**config.mk**
```make
export PLATFORM = sky130hd
export DESIGN_NAME = combo_lock
export DESIGN_NICKNAME = d
export VERILOG_FILES = /design/src/rtl/lock_pkg.sv /design/src/rtl/lock_strobe_sync.sv /design/src/rtl/lock_step_check.sv /design/src/rtl/lock_fsm.sv /design/src/rtl/combo_lock.sv
export SDC_FILE = /design/constraint.sdc
export NUM_CORES = 1
export LEC_CHECK = 0
export BUFFER_PORTS_ARGS = -buffer_cell sky130_fd_sc_hd__buf_4
export CAP_MARGIN = 20
export CORE_AREA = 3 3 40 42
export DETAILED_ROUTE_END_ITERATION = 8
export DIE_AREA = 0 0 43 45
export PLACE_DENSITY_LB_ADDON = 0.3
export SLEW_MARGIN = 20
export SYNTH_ARGS = -nofsm -noshare
export SYNTH_HDL_FRONTEND = slang
export SYNTH_SLANG_ARGS = --single-unit
```
**constraint.sdc**
```tcl
create_clock -name clk -period 4.8 [get_ports clk]
set_clock_uncertainty 0.15 [all_clocks]
set_input_delay 0.48 -clock clk [delete_from_list [all_inputs] [get_ports clk]]
set_output_delay 0.48 -clock clk [all_outputs]
set_load 0.05 [all_outputs]
```
**src/rtl/lock_pkg.sv**
```systemverilog
package lock_pkg;

  localparam int ST_COUNT = 5;

  typedef enum logic [2:0] {
    ST_IDLE = 3'd0,
    ST_GOT1 = 3'd1,
    ST_GOT2 = 3'd2,
    ST_OPEN = 3'd3,
    ST_ERR  = 3'd4
  } lock_st_e;

  function automatic logic [ST_COUNT-1:0] st_encode(lock_st_e s, bit one_hot);
    logic [ST_COUNT-1:0] r;
    if (one_hot) r = ST_COUNT'(1) << s;
    else         r = ST_COUNT'(s);
    return r;
  endfunction

  function automatic lock_st_e st_decode(logic [ST_COUNT-1:0] v, bit one_hot);
    lock_st_e r;
    r = ST_IDLE;
    if (one_hot) begin
      for (int i = 0; i < ST_COUNT; i++)
        if (v[i]) r = lock_st_e'(3'(i));
    end else begin
      r = lock_st_e'(v[2:0]);
    end
    return r;
  endfunction

  function automatic lock_st_e st_next(lock_st_e cur, logic press, logic match);
    lock_st_e r;
    r = cur;
    if (press) begin
      case (cur)
        ST_IDLE: r = match ? ST_GOT1 : ST_ERR;
        ST_GOT1: r = match ? ST_GOT2 : ST_ERR;
        ST_GOT2: r = match ? ST_OPEN : ST_ERR;
        default: r = cur;
      endcase
    end
    return r;
  endfunction

endpackage

```
**src/rtl/lock_strobe_sync.sv**
```systemverilog
module lock_strobe_sync #(
  parameter int SYNC_STAGES = 2
) (
  input  logic clk,
  input  logic rst,
  input  logic strobe_async,
  output logic press
);
  localparam int CHAIN = SYNC_STAGES + 1;

  logic [CHAIN-1:0] chain_q;

  always_ff @(posedge clk) begin
    if (rst) chain_q <= '0;
    else     chain_q <= {chain_q[CHAIN-2:0], strobe_async};
  end

  assign press = chain_q[CHAIN-2] & ~chain_q[CHAIN-1];

  assert_single_pulse_R8: assert property (@(posedge clk) disable iff (rst)
    press |=> !press);

endmodule

```
**src/rtl/lock_step_check.sv**
```systemverilog
module lock_step_check
  import lock_pkg::*;
#(
  parameter int DW = 4,
  parameter logic [DW-1:0] CODE0 = 4'h3,
  parameter logic [DW-1:0] CODE1 = 4'hA,
  parameter logic [DW-1:0] CODE2 = 4'h7
) (
  input  lock_st_e        cur,
  input  logic [DW-1:0]   digit,
  output logic            match
);
  function automatic logic [DW-1:0] expected_for(lock_st_e s);
    logic [DW-1:0] e;
    case (s)
      ST_IDLE: e = CODE0;
      ST_GOT1: e = CODE1;
      default: e = CODE2;
    endcase
    return e;
  endfunction

  assign match = (digit == expected_for(cur));

endmodule

```
**src/rtl/lock_fsm.sv**
```systemverilog
module lock_fsm
  import lock_pkg::*;
#(
  parameter bit ONE_HOT = 1'b1
) (
  input  logic     clk,
  input  logic     rst,
  input  logic     press,
  input  logic     match,
  output lock_st_e cur,
  output logic     door_q,
  output logic     err_q
);
  localparam int SW = ONE_HOT ? ST_COUNT : 3;

  logic [SW-1:0]       state_q;
  logic [ST_COUNT-1:0] nxt_code;
  lock_st_e            nxt;
  logic                at_got2;

  assign cur      = st_decode(ST_COUNT'(state_q), ONE_HOT);
  assign nxt      = st_next(cur, press, match);
  assign nxt_code = st_encode(nxt, ONE_HOT);
  assign at_got2  = (cur == ST_GOT2);

  always_ff @(posedge clk) begin
    if (rst) begin
      state_q <= nxt_code[SW-1:0] & '0 | st_encode(ST_IDLE, ONE_HOT)[SW-1:0];
      door_q  <= 1'b0;
      err_q   <= 1'b0;
    end else begin
      state_q <= nxt_code[SW-1:0];
      door_q  <= (nxt == ST_OPEN);
      err_q   <= (nxt == ST_ERR);
    end
  end

  assert_err_sticky_R5: assert property (@(posedge clk) disable iff (rst)
    err_q |=> err_q);
  assert_open_sticky_R6: assert property (@(posedge clk) disable iff (rst)
    door_q |=> door_q);
  assert_door_err_excl_R9: assert property (@(posedge clk) disable iff (rst)
    !(door_q && err_q));
  assert_hold_without_press_R8: assert property (@(posedge clk) disable iff (rst)
    !press |=> $stable(state_q));
  assert_open_after_got2_R2: assert property (@(posedge clk) disable iff (rst)
    $rose(door_q) |-> $past(at_got2 && press));

  generate
    if (ONE_HOT) begin : g_oh_check
      assert_onehot_state_R10: assert property (@(posedge clk) disable iff (rst)
        $countones(state_q) == 1);
    end
  endgenerate

endmodule

```
**src/rtl/combo_lock.sv**
```systemverilog
module combo_lock
  import lock_pkg::*;
#(
  parameter int DW = 4,
  parameter logic [DW-1:0] CODE0 = 4'h3,
  parameter logic [DW-1:0] CODE1 = 4'hA,
  parameter logic [DW-1:0] CODE2 = 4'h7,
  parameter bit ONE_HOT = 1'b1,
  parameter int SYNC_STAGES = 2
) (
  input  logic          clk,
  input  logic          rst,
  input  logic          new_in,
  input  logic [DW-1:0] digit,
  output logic          door_open,
  output logic          err
);
  logic     press;
  logic     match;
  lock_st_e cur;

  lock_strobe_sync #(.SYNC_STAGES(SYNC_STAGES)) u_sync (
    .clk(clk), .rst(rst), .strobe_async(new_in), .press(press)
  );

  lock_step_check #(.DW(DW), .CODE0(CODE0), .CODE1(CODE1), .CODE2(CODE2)) u_chk (
    .cur(cur), .digit(digit), .match(match)
  );

  lock_fsm #(.ONE_HOT(ONE_HOT)) u_fsm (
    .clk(clk), .rst(rst), .press(press), .match(match),
    .cur(cur), .door_q(door_open), .err_q(err)
  );

endmodule

```
Yosys cells after proc, flatten, opt, wreduce, memory -nomap -nowiden --
Cells that the tools add are included.
Storage, ports and cells: output and inout port bits 2, register bits 10, logic and storage cells 23, bits in writable memories 0, latch bits 0, memories kept 0, memory bits (read-only) 0, input bits 7
Cells by class: reductions and logical operators 1, multiply operators 0, bitwise gates (word level) 2, shift operators 1, add/subtract/negate cells 0, order comparisons 0, eq/ne operators 5, multiplexer cells 10, divide/modulo/power cells 0
Operators with widths (count):
- $mux W3 | 7
- $pmux W3 S3 | 1
- $pmux W4 S2 | 1
- $eq A3 B2 Y1 const B | 2
- $shl A1 B3 Y5 const A | 1
- $eq A4 B4 Y1 | 1
- $eq A3 B1 Y1 const B | 1
- $eq A3 B3 Y1 const B | 1
- $logic_not A3 Y1 | 1
- $and A1 B1 Y1 | 1
- $mux W1 | 1
- $not A1 Y1 | 1

Longest topological paths before layout --
Gate-level depths: netlist of run 1.
depth in word-level cells 11, depth in mapped cells 5, gate-level depth less buffers 4

Modules after synthesis --
Synthesis of run 1 repeated with hierarchy kept, for this count alone.
Unflattened totals: cells, all modules 40, area total of the unflattened synthesis 399.1 um^2
By module, submodules not included:
- lock_fsm | seq. area each 120.1 um^2, instances 1, cells an instance 27, area each 259.0 um^2
- lock_strobe_sync | seq. area each 60.1 um^2, instances 1, cells an instance 7, area each 87.6 um^2
- lock_step_check | seq. area each 0.0 um^2, instances 1, cells an instance 6, area each 52.6 um^2

Worst setup path before layout of run 1 --
OpenSTA, ideal clock, no wires.
path kind flip-flop to flip-flop, from register u_fsm.state_q[3], to register u_fsm.door_q, data arrival time 1407 ps, buffers on the path 1, setup time 92 ps, path slack 3151 ps, cell stages (with the launch flop) 6, clock period less this slack 1649 ps, required time 4558 ps, cells stage by stage dfxtp_1 -> buf_6 -> nor4_1 -> o21ai_2 -> o32a_4 -> nor4_1
On the way: cells in the longest elaborated chain, start to end 9, elaborated cells between the ends (all ways) 13, classes of those cells eq/ne (4); mux (8); reduce/logical (1)
RTL lines:
- start, declared | line lock_fsm.sv:16 | logic [SW-1:0] state_q;
- start signal, assigned | line lock_fsm.sv:28 | state_q <= nxt_code[SW-1:0] & '0 | st_encode(ST_IDLE, ONE_HOT)[SW-1:0];
- start signal, assigned | line lock_fsm.sv:32 | state_q <= nxt_code[SW-1:0];
- $mux W3 (*) (2 in series) | line lock_pkg.sv:25 | if (v[i]) r = lock_st_e'(3'(i));
- $eq A3 B1 Y1 / $logic_not A3 Y1 (equally long branches) | line lock_pkg.sv:36, lock_step_check.sv:15
- $pmux W4 S2 | line lock_step_check.sv:15 | case (s)
- $eq A4 B4 Y1 | line lock_step_check.sv:23 | assign match = (digit == expected_for(cur));
- $mux W3 (on tied branches) | line lock_pkg.sv:39, lock_pkg.sv:37, lock_pkg.sv:38
- $pmux W3 S3 | line lock_pkg.sv:36 | case (cur)
- $mux W3 (*) | line lock_pkg.sv:35 | if (press) begin
- $eq A3 B2 Y1 (*) | line lock_fsm.sv:33 | door_q <= (nxt == ST_OPEN);
- end signal, assigned | line lock_fsm.sv:33
- end, declared | line lock_fsm.sv:11 | output logic door_q,
Every way passes the cells marked *; elsewhere a longest branch is shown, timed or not. A chain may end at the register's enable or synchronous reset.

Worst setup path after layout of run 1 --
from register u_fsm.state_q[4], to register u_fsm.state_q[3]
On the way: cells in the longest elaborated chain, start to end 8, elaborated cells between the ends (all ways) 12, classes of those cells eq/ne (3); shift (1); mux (7); reduce/logical (1)
RTL lines:
- $mux W3 (*) | line lock_pkg.sv:25
- $eq A3 B1 Y1 / $logic_not A3 Y1 (equally long branches) | line lock_pkg.sv:36, lock_step_check.sv:15
- $pmux W4 S2 | line lock_step_check.sv:15
- $eq A4 B4 Y1 | line lock_step_check.sv:23
- $mux W3 (on tied branches) | line lock_pkg.sv:39, lock_pkg.sv:37, lock_pkg.sv:38
- $pmux W3 S3 | line lock_pkg.sv:36
- $mux W3 (*) | line lock_pkg.sv:35
- $shl A1 B3 Y5 (*) | line lock_pkg.sv:15 | if (one_hot) r = ST_COUNT'(1) << s;
Marked as above.

==> results of run 1 <==
-- power breakdown --
| part | switching [mW] | internal [mW] |
|---|---|---|
| clock | 0.0264 | 0.0320 |
| combinational | 0.00703 | 0.00731 |
| sequential | 0.00208 | 0.0767 |
| total | 0.0356 | 0.116 |
-- worst register-to-register path, delay by kind of cell, from the launching register on --
kind / cells / cell delay [ns]
flip-flops: 1 / 0.44
AND/OR/NAND/NOR: 2 / 0.56
AO/OA/AOI/OAI: 2 / 0.53
-- final timing paths --
kind                      from                 to  depth (start not counted)
max           u_fsm.state_q[4]   u_fsm.state_q[3]                          4
min                     new_in  u_sync.chain_q[0]                          2
max reg2reg   u_fsm.state_q[4]   u_fsm.state_q[3]                          4
min reg2reg  u_sync.chain_q[0]  u_sync.chain_q[1]                          1
-- cells in the final DEF, fill, tap and decap left out, drive strengths merged, types with 3 or more instances in the layout --
| cell | count |
|---|---|
| dfxtp | 9 |
| a21oi | 4 |
| nor2b | 4 |
| clkbuf | 4 |
| o21ai | 3 |
| nor4 | 3 |
| buf | 8 |
| nor2 | 3 |
-- layer usage --
| metal | wire length, um | up-vias |
|---|---|---|
| met2 | 291 | 7 |
| met3 | 38 | 2 |
| met1 | 357 | 154 |
| met4 | 23 | 0 |
| li1 | - | 177 |
| met5 | 0 | - |
-- final cells by class --
type,instances,area [um2],area share
tap,15,18.8,0.0355
clock buffer,4,26.3,0.0496
inverter,1,3.75,0.00709
multi-input combinational,31,240,0.454
sequential,9,180,0.340
timing repair buffer,8,60.1,0.113
-- kinds of logic after synthesis --
family                    share of synthesized area
and+or+nand+nor                               0.314
AOI/OAI and AO/OA                             0.174
DFF                                           0.397
buffers and inverters                        0.0744
xor gates and xnor gates                     0.0193
muxes                                        0.0220
-- metrics by stage --
stage | cell area, um2 | util | setup WS (ns)
floorplan | 454 | - | 3.15
global placement | 503 | 0.391 | 2.99
detailed placement | 503 | 0.391 | 2.99
CTS | 529 | 0.412 | 3.04
global route | 529 | 0.412 | 2.94
finish | 529 | 0.412 | 3.04
-- state kept, by name (all words and copies together), names as in the netlist --
register        flops
u_fsm.door_q        1
u_fsm.err_q         1
u_fsm.state_q       4
u_sync.chain_q      3
==> out/results.tsv, run 1 <==
stage	metric	value	unit
run_status	status	finished clean	
grt	top_usage_layer	met1	
run	max_cap_violations	0	
critical_path	path_cells	nor4_1 -> o21ai_2 -> o32a_4 -> nor4_1	
grt	grt_pass1_vias	297	
sta	timing.final.crit_share	0.367	
floorplan	rows	13	
drt	first_pass_iters	1	
yosys	synth_edf_count	0	
power	vdd_drop_max	155	uV
critical_path	critPathSlowestCell	dfxtp_1	
critical_path	timing_worst_setup_path_type	flip-flop to flip-flop	
critical_path	cpMostUsedCell	nor4_1	
drt	drc	0	
yosys	ys_types	22	
floorplan	die-width	43	um
critical_path	crit_family	simple AND/OR/NAND/NOR gates	
drt	wl	709	um
sta	setup_violations	0	
sta	tightestPinTransition	0.437	ns
sta	fmax	568	MHz
yosys	post_synth_main_area_contributors	dfxtp_1, nor2b_1, nor4b_4, buf_6, o32a_4	
yosys	netlist.area_leader.share	0.397	
floorplan	initial_core_util	0.353	
yosys	ys.flop_type	dfxtp_1	
placed_design	dp_cells	64	
sta	rsz0062_at_grt	false	
floorplan	core_area	1280	um2
sta	setup_tns	0	ns
drt	ant_nets	0	
critical_path	end_kind	flip-flop	
power	p_leak	0.197	nW
clock_network	cts_resized	0	
grt	grt_use_met3	0.0279	
layout	stdcell_count	68	
clock_network	clk_path_buf_depth	2	
floorplan	dieArea	1940	um2
clock_network	ctsHoldBuffers	0	
clock_network	htreeDepth	1	
critical_path	cpPeakStageDelay	0.44	ns
clock_network	clkTransAtPathRegs	0.06	ns
yosys	yosys-top-cells-count	dfxtp_1, a21oi_1, nor2b_1	
grt	grt_usage	0.0868	
yosys	yosysWarnings	0	
critical_path	required	4.82	ns
sta	whs	0.278	ns
placed_design	port_buffers	8	
yosys	ys_ff_latch	9	
clock_network	cts_setup_buffers	0	
critical_path	worst_ep_arrival_time	1.78	ns
layout	diodes	0	
yosys	syn_nets	51	
drt	dr_total_vias	340	
yosys	async_flop_share	0	
yosys	yosysMostFrequentCell	dfxtp_1	
power	power	0.152	mW
floorplan	io_pins	9	
layout	drive_gt1_frac	0.302	
sta	slew_viol_final	0	
grt	grt_pass1_wl	1200	um
sta	min_period	1.76	ns
sta	hold_viol	0	
yosys	synth_area	454	um2
power	power_density	286	nW/um2
layout	syn_to_final_growth	16.5	%
sta	slew_headroom	0.708	
drt	avgViaCountPerCell	5.00	
grt	grtUsageMet1	0.112	
clock_network	clkLatencyLatePin	0.26	ns
critical_path	critPathBufInv	0	
drt	drtIter0Drc	0	
worst_hold_path	hold_path_class	input port to flip-flop	
critical_path	cp-start-kind	flip-flop	
drt	wire_per_inst	10.4	um
clock_network	cts_tree	done	
grt	antenna_found_initial	0	
floorplan	die_h	45	um
critical_path	path_max_fanout	11	
grt	grt_use_met2	0.108	
layout	fin_nets	61	
clock_network	cts-root-buf	clkbuf_4	
yosys	avgSynthCellArea	10.3	um2
clock_network	clock_sinks	9	
clock_network	numCtsBuffers	3	
yosys	synth_area_leader_cell	dfxtp_1	
layout	n_fill_cell	131	
grt	grt_max_degree	12	
yosys	seq_area_frac_synth	0.397	
placed_design	gp_congestion	0.783	
critical_path	r2r_slack	3.04	ns
yosys	syn_inst	44	
grt	grt-ovfl-total	0	
placed_design	dp_hpwl	511	um
(Power assumes the default switching activity.)
==> inputs of run 2 (changes only) <==
==> constraint.sdc (replaced) <==
create_clock -name clk -period 1.5 [get_ports clk]
set_clock_uncertainty 0.15 [all_clocks]
set_input_delay 0.15 -clock clk [delete_from_list [all_inputs] [get_ports clk]]
set_output_delay 0.15 -clock clk [all_outputs]
set_load 0.05 [all_outputs]
==> out/results.tsv, run 2 (same netlist as run 1, synthesis figures left out) <==
stage	metric	value	unit	change
critical_path	worst_ep_arrival_time	1.64	ns	-0.14 ns
layout	syn_to_final_growth	39.1	%	
layout	largest_reg_flops	4		unchanged
clock_network	cts_setup_buffers	0		unchanged
clock_network	clk_path_buf_depth	2		unchanged
sta	slew_headroom	0.806		+0.0974
grt	grt_usage	0.119		+0.0319
grt	grtUsageMet1	0.117		+0.00542
power	seq_power_share	0.490		-0.029
run	max_cap_violations	0		unchanged
layout	diodes	0		unchanged
placed_design	gp_congestion	0.811		+3.6%
placed_design	dp_cells	71		+11%
critical_path	required	1.51	ns	-3.31 ns
sta	min_period	1.63	ns	-0.132 ns
drt	wl	964	um	+36%
sta	setup_violations	6		+6
power	power_density	802	nW/um2	+180%
sta	fmax	614	MHz	+8.1%
grt	grt_use_met3	0.0598		+0.0319
grt	grt_max_degree	10		-2
sta	hold_viol	0		unchanged
clock_network	clkTransAtPathRegs	0.06	ns	about the same
placed_design	port_buffers	8		unchanged
power	power	0.507	mW	+230%
floorplan	rows	13		unchanged
drt	avgViaCountPerCell	4.89		-2.1%
grt	top_usage_layer	met2		
layout	drive_gt1_frac	0.475		+0.174
critical_path	path_cells	nor4b_4 -> mux2i_2 -> o32a_4 -> nor4b_4		
placed_design	dp_hpwl	680	um	+33%
drt	first_pass_iters	2		+1
grt	grt-ovfl-total	0		unchanged
critical_path	timing_worst_setup_path_type	flip-flop to flip-flop		
power	clkPwrFrac	0.374		-0.012
clock_network	htreeDepth	1		unchanged
power	p_comb_frac	0.135		+0.040
grt	grt_use_met2	0.183		+0.0749
power	vdd_drop_max	420	uV	+170%
floorplan	io_pins	9		unchanged
critical_path	cpMostUsedCell	nor4b_4		
clock_network	clkLatencyLatePin	0.27	ns	about the same
power	p_sw	0.124	mW	+250%
run_status	status	finished, violations left		
critical_path	cp-start-kind	flip-flop		
critical_path	cpPeakStageDelay	0.36	ns	-0.08 ns
layout	max_flop_register	u_fsm.state_q		
critical_path	critPathSlowestCell	dfxtp_2		
sta	worst_slack	-0.128	ns	-3.17 ns
power	swShare	0.244		+0.00918
drt	drtIter0Drc	5		+5
layout	layout.cells.most_common_list	buf_4, dfxtp_1, a21oi_1, nor2b_1		
grt	grt_pass1_wl	1540	um	+28%
clock_network	cts_tree	done		
sta	tightestPinTransition	0.290	ns	-0.147 ns
floorplan	initial_core_util	0.353		unchanged
clock_network	clock_sinks	9		unchanged
layout	top_regs	u_fsm.state_q: 4 flops, u_sync.chain_q: 3 flops		
floorplan	dieArea	1940	um2	unchanged
power	internal_power	0.383	mW	+230%
power	p_leak	0.251	nW	+27%
sta	slew_viol_final	0		unchanged
drt	wire_per_inst	12.7	um	+22%
clock_network	numCtsBuffers	3		unchanged
drt	drc	0		unchanged
grt	antenna_found_initial	0		unchanged
floorplan	core_area	1280	um2	unchanged
layout	mostFrequentLayoutCell	buf_4		
worst_hold_path	hold_path_class	input port to flip-flop		
drt	ant_nets	0		unchanged
floorplan	die_h	45	um	unchanged
layout	stdcell_count	76		+12%
critical_path	path_max_fanout	4		-7
critical_path	end_kind	flip-flop		
sta	timing.final.crit_share	1.09		+0.719
run_status	violations	setup timing		
sta	rsz0062_at_grt	true		
layout	fin_nets	69		+13%
floorplan	die-width	43	um	unchanged
drt	dr_total_vias	372		+9.4%
sta	setup_tns	-0.412	ns	-0.412 ns
grt	grt_pass1_vias	374		+26%
clock_network	cts-root-buf	clkbuf_4		
placed_design	pre_cts_slack	-0.191	ns	-3.18 ns
[run 2: final cells by class]
class	count	area, um2
fill	126	653
clock buffer	4	26.3
sequential	9	186
multi-input combinational	31	274
inverter	1	3.75
tap	15	18.8
timing repair buffer	16	123
[run 2: stage by stage]
step | util | hold WS [ns] | area (um2)
2_1_floorplan | - | 0.128 | 469
3_3_place_gp | 0.444 | 0.214 | 571
3_5_place_dp | 0.444 | 0.220 | 571
4_1_cts | 0.492 | 0.0551 | 632
5_1_grt | 0.492 | 0.0667 | 632
6_report | 0.492 | 0.0663 | 632
[run 2: power groups by stage]
stage	combinational, mW	clock, mW	sequential [mW]
after global routing	0.0742	0.209	0.249
final	0.0686	0.190	0.248
after global placement	0.0626	0	0.255
after CTS	0.0684	0.199	0.249
after detailed placement	0.0621	0	0.255
after floorplan	0.0334	0	0.258
[run 2: final timing paths]
| path | end | cells after the start | from | slack (ns) |
|---|---|---|---|---|
| worst max-delay path | u_fsm.state_q[2] | 4 | u_fsm.state_q[4] | -0.13 |
| worst min register to register | u_sync.chain_q[1] | 1 | u_sync.chain_q[0] | 0.31 |
| worst max register to register | u_fsm.state_q[2] | 4 | u_fsm.state_q[4] | -0.13 |
| worst min-delay path | u_fsm.state_q[4] | 3 | rst | 0.07 |
[run 2: per-layer routing]
metal	share of wire	up-vias	routed length [um]
met5	0	-	0
met4	0.031	0	30
met3	0.054	3	52
met2	0.48	9	463
met1	0.43	168	417
li1	-	192	-
[run 2: worst max-delay path: cells and delay by family (launching register included)]
kind,cells,cell delay (ns)
muxes,1,0.12
and+or+nand+nor,2,0.53
AOI/OAI and AO/OA,1,0.36
DFF,1,0.36
[run 2: timing repair]
action / CTS / global route
hold endpoints to repair: 1 / 0
pin swaps: 2 / 1
resized for setup: 7 / 0
cloned: 0 / 0
hold buffers: 1 / 0
endpoints found under the setup margin: 6 / 6
